`src/rtl/const_add_pkg.sv`:
```
package const_add_pkg;

    typedef enum logic [1:0] {
        CELL_PASS = 2'd0,
        CELL_HA   = 2'd1,
        CELL_MHA  = 2'd2
    } cell_kind_e;

    // number of zero bits below the lowest set bit, capped at w
    function automatic int unsigned low_zero_run(input logic [63:0] v, input int unsigned w);
        int unsigned n;
        bit          hit;
        n   = 0;
        hit = 1'b0;
        for (int unsigned i = 0; i < 64; i++) begin
            if (i < w && !hit) begin
                if (v[i]) hit = 1'b1;
                else      n   = n + 1;
            end
        end
        return n;
    endfunction

    function automatic cell_kind_e kind_at(input logic [63:0] v, input int unsigned pos,
                                           input int unsigned run);
        if (pos < run)  return CELL_PASS;
        if (v[pos])     return CELL_MHA;
        return CELL_HA;
    endfunction

endpackage

```
`src/rtl/ha_cell.sv`:
```
module ha_cell (
    input  logic a_i,
    input  logic c_i,
    output logic s_o,
    output logic c_o
);
    typedef struct packed {
        logic s;
        logic c;
    } ha_out_t;

    ha_out_t out_d;

    always_comb begin
        out_d.s = a_i ^ c_i;
        out_d.c = a_i & c_i;
    end

    assign s_o = out_d.s;
    assign c_o = out_d.c;
endmodule

```
`src/rtl/mha_cell.sv`:
```
module mha_cell (
    input  logic a_i,
    input  logic c_i,
    output logic s_o,
    output logic c_o
);
    typedef struct packed {
        logic s;
        logic c;
    } mha_out_t;

    mha_out_t out_d;

    // a + c + 1: the sum bit is inverted and the carry is an OR
    always_comb begin
        out_d.s = ~(a_i ^ c_i);
        out_d.c = a_i | c_i;
    end

    assign s_o = out_d.s;
    assign c_o = out_d.c;
endmodule

```
`src/rtl/const_adder.sv`:
```
module const_adder #(
    parameter int unsigned       WIDTH  = 8,
    parameter logic [WIDTH-1:0]  ADDEND = WIDTH'(44)
) (
    input  logic [WIDTH-1:0] x,
    output logic [WIDTH-1:0] sum,
    output logic             cout
);
    import const_add_pkg::*;

    localparam int unsigned ZRUN = low_zero_run(64'(ADDEND), WIDTH);

    logic [WIDTH:0]   carry;
    logic [WIDTH-1:0] sum_d;

    assign carry[0] = 1'b0;

    for (genvar i = 0; i < WIDTH; i++) begin : g_bit
        localparam cell_kind_e KIND = kind_at(64'(ADDEND), i, ZRUN);
        if (KIND == CELL_PASS) begin : g_pass
            assign sum_d[i]   = x[i];
            assign carry[i+1] = 1'b0;
        end else if (KIND == CELL_MHA) begin : g_mha
            mha_cell u_cell (
                .a_i (x[i]),
                .c_i (carry[i]),
                .s_o (sum_d[i]),
                .c_o (carry[i+1])
            );
        end else begin : g_ha
            ha_cell u_cell (
                .a_i (x[i]),
                .c_i (carry[i]),
                .s_o (sum_d[i]),
                .c_o (carry[i+1])
            );
        end
    end

    assign sum  = sum_d;
    assign cout = carry[WIDTH];
endmodule

```
`config.mk`:
```
export PLATFORM = sky130hd
export DESIGN_NAME = const_adder
export DESIGN_NICKNAME = d
export VERILOG_FILES = /design/src/rtl/const_add_pkg.sv /design/src/rtl/ha_cell.sv /design/src/rtl/mha_cell.sv /design/src/rtl/const_adder.sv
export SDC_FILE = /design/constraint.sdc
export NUM_CORES = 1
export LEC_CHECK = 0
export BUFFER_PORTS_ARGS = -buffer_cell sky130_fd_sc_hd__buf_2
export CAP_MARGIN = 20
export CORE_AREA = 4 4 41 43
export DETAILED_ROUTE_END_ITERATION = 6
export DIE_AREA = 0 0 45 47
export GPL_TIMING_DRIVEN = 0
export SETUP_SLACK_MARGIN = 0.5
export SLEW_MARGIN = 10
export SYNTH_ARGS = -nofsm -noshare
export SYNTH_HDL_FRONTEND = slang
export SYNTH_SLANG_ARGS = --single-unit
export TNS_END_PERCENT = 100
```
`constraint.sdc`:
```
create_clock -name vclk -period 1.5
set_input_delay 0.075 -clock vclk [all_inputs]
set_output_delay 0.075 -clock vclk [all_outputs]
set_load 0.05 [all_outputs]
```
==> results of run 1 <==
[layer usage]
metal,wire length [µm],part of all wire,GRT usage
met1,87,0.27,0.0292
met2,176,0.54,0.0706
met3,61,0.19,0.00383
met4,0,0,0
met5,0,0,0
[kinds of logic (layout without fill, tap and decap cells)]
group                    Yosys count  after routing  synth area share
buffers and inverters             16             31             0.590
adder cells (fa/ha/maj)            5              5             0.410
[critical path, delay by kind of cell]
kind	cells	cell delay (ps)
adder cells (fa/ha/maj)	5	770
buffers and inverters	7	460
[cells in the final DEF, fill, tap and decap left out]
cell type and count:
inv_12 1, ha_4 5, buf_2 8, buf_6 2
inv_2 4, inv_1 2, clkinv_8 1, buf_8 7
buf_4 6
[report_power, final]
part | internal, mW | leakage, nW | switching (mW) | total [mW]
registers | 0 | 0 | 0 | 0
clock network | 0 | 0 | 0 | 0
logic | 0.104 | 0.201 | 0.118 | 0.221
total | 0.104 | 0.201 | 0.118 | 0.221
[layout make-up]
type                       instances  area (µm²)  share of cell area
inverter                           8        55.1               0.134
multi-input combinational          5         125               0.304
buffer                             8        78.8               0.191
tap                               15        18.8              0.0456
timing repair buffer              15         134               0.325
[synth_stat cells]
cell | number | area (µm²)
ha_1 | 5 | 62.6
inv_1 | 8 | 30.0
buf_4 | 8 | 60.1
[metrics by stage]
stage / hold WS [ps] / utilization / cells / area, µm²
global placement: 453 / 0.264 / 51 / 344
global route: 457 / 0.316 / 51 / 412
floorplan: 317 / - / 21 / 250
detailed placement: 453 / 0.264 / 51 / 344
finish: 452 / 0.316 / 51 / 412
CTS: 453 / 0.313 / 51 / 407
[what timing repair did]
| action | CTS | global route |
|---|---|---|
| hold endpoints to repair | 0 | 0 |
| gates resized for setup | 20 | 1 |
| pin swaps | 5 | 0 |
| hold buffers | 0 | 0 |
| endpoints found under the setup margin | 5 | 4 |
[worst paths after layout]
path,from,endpoint,slack (ps),cells past startpoint
worst max-delay path,x[2],sum[7],90,12
worst min-delay path,x[0],sum[0],450,2
==> results.yml, run 1 <==
sta:
  drv_slew: 0
  grt_setup_unrepaired: "true"
  totalNegativeSetupSlack_ps: 0
  timing.final.hold_violations: 0
  worst_pin_slew_ps: 249
  final_critical_path_time_including_i_o_delays_and_setup_ps: 1410
  report.final.setup_viol: 0
  slew-limit-headroom: 0.835
  finalCritPeriodShare: 0.938
  fmaxAchievable_mhz: 711
  final.setup.worst_slack_ps: 93.7
setup_path:
  cp_common_cell: "ha_4"
  cp-end-kind: "output pin"
  critical_path_class: "in2out"
  timing.critical_path.fanout_max: 2
  crit_path_cell_trace: "buf_8 -> clkinv_8 -> ha_4 -> inv_2 -> ha_4 -> inv_2 -> ha_4 -> inv_2 -> ha_4 -> ha_4 -> buf_8 -> buf_8"
  worst_path_largest_cell_delay_ps: 260
  slowest_stage: "ha_4"
  crit_path_start_kind: "input pin"
  worstPathArrival_ps: 1330
  required_time_at_the_endpoint_of_the_critical_path_ps: 1420
detailed_routing:
  drt_first_pass_iters: 1
  drtIter0Drc: 0
  route.detailed.drc: 0
  detail_route.wirelength_um: 325
  route.vias.total: 164
  drt-wirelength-per-cell_um: 6.37
  ant_nets: 0
  post_drt_via_cell_ratio: 3.22
run_status:
  run_status: "complete, no violations"
clock_tree:
  cts_setup_buffers: 0
flow_run:
  cap_viol_max_count: 0
power_and_ir_drop:
  powerDensity_nw_per_um2: 538
  p_leak_nw: 0.201
  report.power.total_mw: 0.221
  power.ir.vdd_worst_mv: 0.126
grt:
  vias_in_the_first_global_route: 150
  grt_antenna_before_repair: 0
  grt_max_degree: 3
  grt_pass1_wl_um: 510
  grt_overflow_total: 0
  gr-usage-all-layers: 0.0307
logic_synthesis:
  mean_syn_cell_area_um2: 7.27
  synth.yosys.warnings: 0
  postSynthNetCount: 34
  postSynthCellCount: 21
  netlist-cell-type-count: 3
  synth.yosys.seq_area_share: 0
  synth.cell_area_um2: 153
finish:
  finish.net_count: 51
  layout.area.seq_um2: 0
  syn2layout_area_growth_pct: 170
  post_route_cells_drive_above_1_share: 0.944
  flops_and_latches: 0
  clockBufferCount: 0
  antenna_cells: 0
  layout.filler_cells: 145
place:
  routabilityCongestion: 0.582
  hpwlAfterDp_um: 308
  dpl_worst_slack_ps: -103
  port_buffers: 15
floorplanning:
  io_pins: 17
  dieHeight_um: 47
  placement_row_count: 13
  initial_core_util: 0.117
  floorplan.die_area_um2: 2120
  core_area_um2: 1300
  die_width_um: 45
worst_hold_path:
  worstHoldPathType: "in2out"
(Power assumes the default switching activity.)
==> run 2, diff against run 1 <==
- SYNTH_HIERARCHICAL: unset -> 1
==> results.yml, run 2 <==
run_status:
  run_status: "complete, but fails checks"
  failing_checks: "setup timing"
worst_hold_path:
  hold_path_startpoint: "x[1]"
  worstHoldPathType: "in2out"
  timing.hold.worst_path_depth: 2
place:
  routabilityCongestion: 0.651
  dp.cells: 51
  port_buffers: 15
  hpwlAfterDp_um: 348
  dpl_worst_slack_ps: -212
setup_path:
  required_time_at_the_endpoint_of_the_critical_path_ps: 1420
  critical_path.n_buffers_inverters: 8
  worst_path_largest_cell_delay_ps: 260
  worstPathArrival_ps: 1440
  cp-end-kind: "output pin"
  crit_path_start_kind: "input pin"
  path_depth: 14
  cp_top_family: "adder cells"
  cp_common_cell: "ha_4"
  timing.critical_path.fanout_max: 1
  worst_setup_path_startpoint: "x[2]"
  slowest_stage: "ha_4"
  critical_path_class: "in2out"
  crit_path_cell_trace: "buf_8 -> inv_12 -> ha_4 -> inv_2 -> inv_2 -> ha_4 -> inv_2 -> ha_4 -> inv_2 -> ha_4 -> inv_2 -> ha_4 -> ha_4 -> buf_8"
logic_synthesis:
  yosys-top-cells-area: "ha_1 54%, inv_1 32%, buf_4 11%"
  synth_most_common_cell: "inv_1"
  synth_top_cells_by_count: "12 x inv_1, 6 x ha_1, 2 x buf_4"
  synth_top_cell_by_area: "ha_1"
  postSynthNetCount: 35
  mean_syn_cell_area_um2: 6.61
  synth.cell_area_um2: 139
  synth.yosys.seq_area_share: 0
  netlist.area_leader.share: 0.541
  synth.yosys.warnings: 6
  netlist-cell-type-count: 4
  postSynthCellCount: 21
floorplanning:
  die_width_um: 45
  initial_core_util: 0.107
  io_pins: 17
  core_area_um2: 1300
  dieHeight_um: 47
  floorplan.die_area_um2: 2120
  placement_row_count: 13
finish:
  layout.filler_cells: 142
  layoutNonFillerInstCount: 51
  antenna_cells: 0
  clockBufferCount: 0
  finish.net_count: 52
  highest_count_cells_in_the_layout_ignoring_fill_and_taps: "8 x buf_2, 6 x ha_4, 6 x buf_8"
  multi_input_comb_area_um2: 154
  post_route_cells_drive_above_1_share: 0.833
  syn2layout_area_growth_pct: 178
  flops_and_latches: 0
  final_common_cell: "buf_2"
  layout.area.seq_um2: 0
sta:
  finalCritPeriodShare: 1.01
  grt_setup_unrepaired: "true"
  fmaxAchievable_mhz: 659
  timing.final.hold_violations: 0
  final.setup.worst_slack_ps: -16.9
  final_critical_path_time_including_i_o_delays_and_setup_ps: 1520
  drv_slew: 0
  report.final.setup_viol: 1
detailed_routing:
  ant_nets: 0
  drt-wirelength-per-cell_um: 6.33
  detail_route.wirelength_um: 323
  drtIter0Drc: 0
  post_drt_via_cell_ratio: 3.24
  route.vias.total: 165
  route.detailed.drc: 0
  drt_first_pass_iters: 1
power_and_ir_drop:
  powerDensity_nw_per_um2: 524
  power.ir.vdd_worst_mv: 0.145
  p_leak_nw: 0.186
grt:
  gr-usage-all-layers: 0.0330
  grt_max_degree: 2
  grt_overflow_total: 0
  grt-busiest-layer: "met2"
  groute.layer.met1.usage: 0.0337
  grt_pass1_wl_um: 545
  grt_antenna_before_repair: 0
  vias_in_the_first_global_route: 133
  grt_use_met3: 0.0115
  grt_util_met2: 0.0678
flow_run:
  cap_viol_max_count: 0
clock_tree:
  cts_setup_buffers: 0
[run 2: metrics by stage]
step | total power, mW | TNS [ps] | instance area [µm²] | hold WS [ps] | util
after floorplan | 0.147 | 0 | 230 | 317 | -
after global placement | 0.159 | -347 | 324 | 453 | 0.249
after detailed placement | 0.164 | -395 | 324 | 453 | 0.249
after CTS | 0.204 | -31.5 | 384 | 453 | 0.295
after global routing | 0.217 | -87.0 | 387 | 458 | 0.297
final | 0.203 | -16.9 | 387 | 452 | 0.297
[run 2: final timing paths]
kind | slack (ps) | to
worst min-delay path | 450 | sum[1]
worst max-delay path | -20 | sum[7]
[run 2: final cells by class]
| cell class | instances | share of cell area |
|---|---|---|
| well taps | 15 | 0.0485 |
| repair buffers | 15 | 0.356 |
| inverters | 12 | 0.159 |
| multi-input cells | 7 | 0.398 |
| plain buffers | 2 | 0.0388 |
[run 2: what timing repair did]
item	CTS	global route
resized for setup	18	1
hold buffers	0	0
pin swaps	4	1
endpoints found under the setup margin	6	6
[run 2: kinds of logic after synthesis]
| logic type | after synthesis | share of synthesized area |
|---|---|---|
| adder cells (fa/ha/maj) | 6 | 0.541 |
| buffers and inverters | 14 | 0.432 |
| other | 1 | 0.0270 |
[run 2: routing by layer]
metal / wire length [µm] / vias to the layer above / part of all wire
met5: 0 / - / 0
met4: 0 / 0 / 0
met3: 76 / 0 / 0.24
met2: 147 / 13 / 0.46
met1: 99 / 69 / 0.31
li1: - / 83 / -
[run 2: power by group]
group          switching (mW)  internal (mW)  total [mW]  leakage (nW)
sequential                  0              0           0             0
combinational           0.119         0.0834       0.203         0.186
clock                       0              0           0             0
total                   0.119         0.0834       0.203         0.186
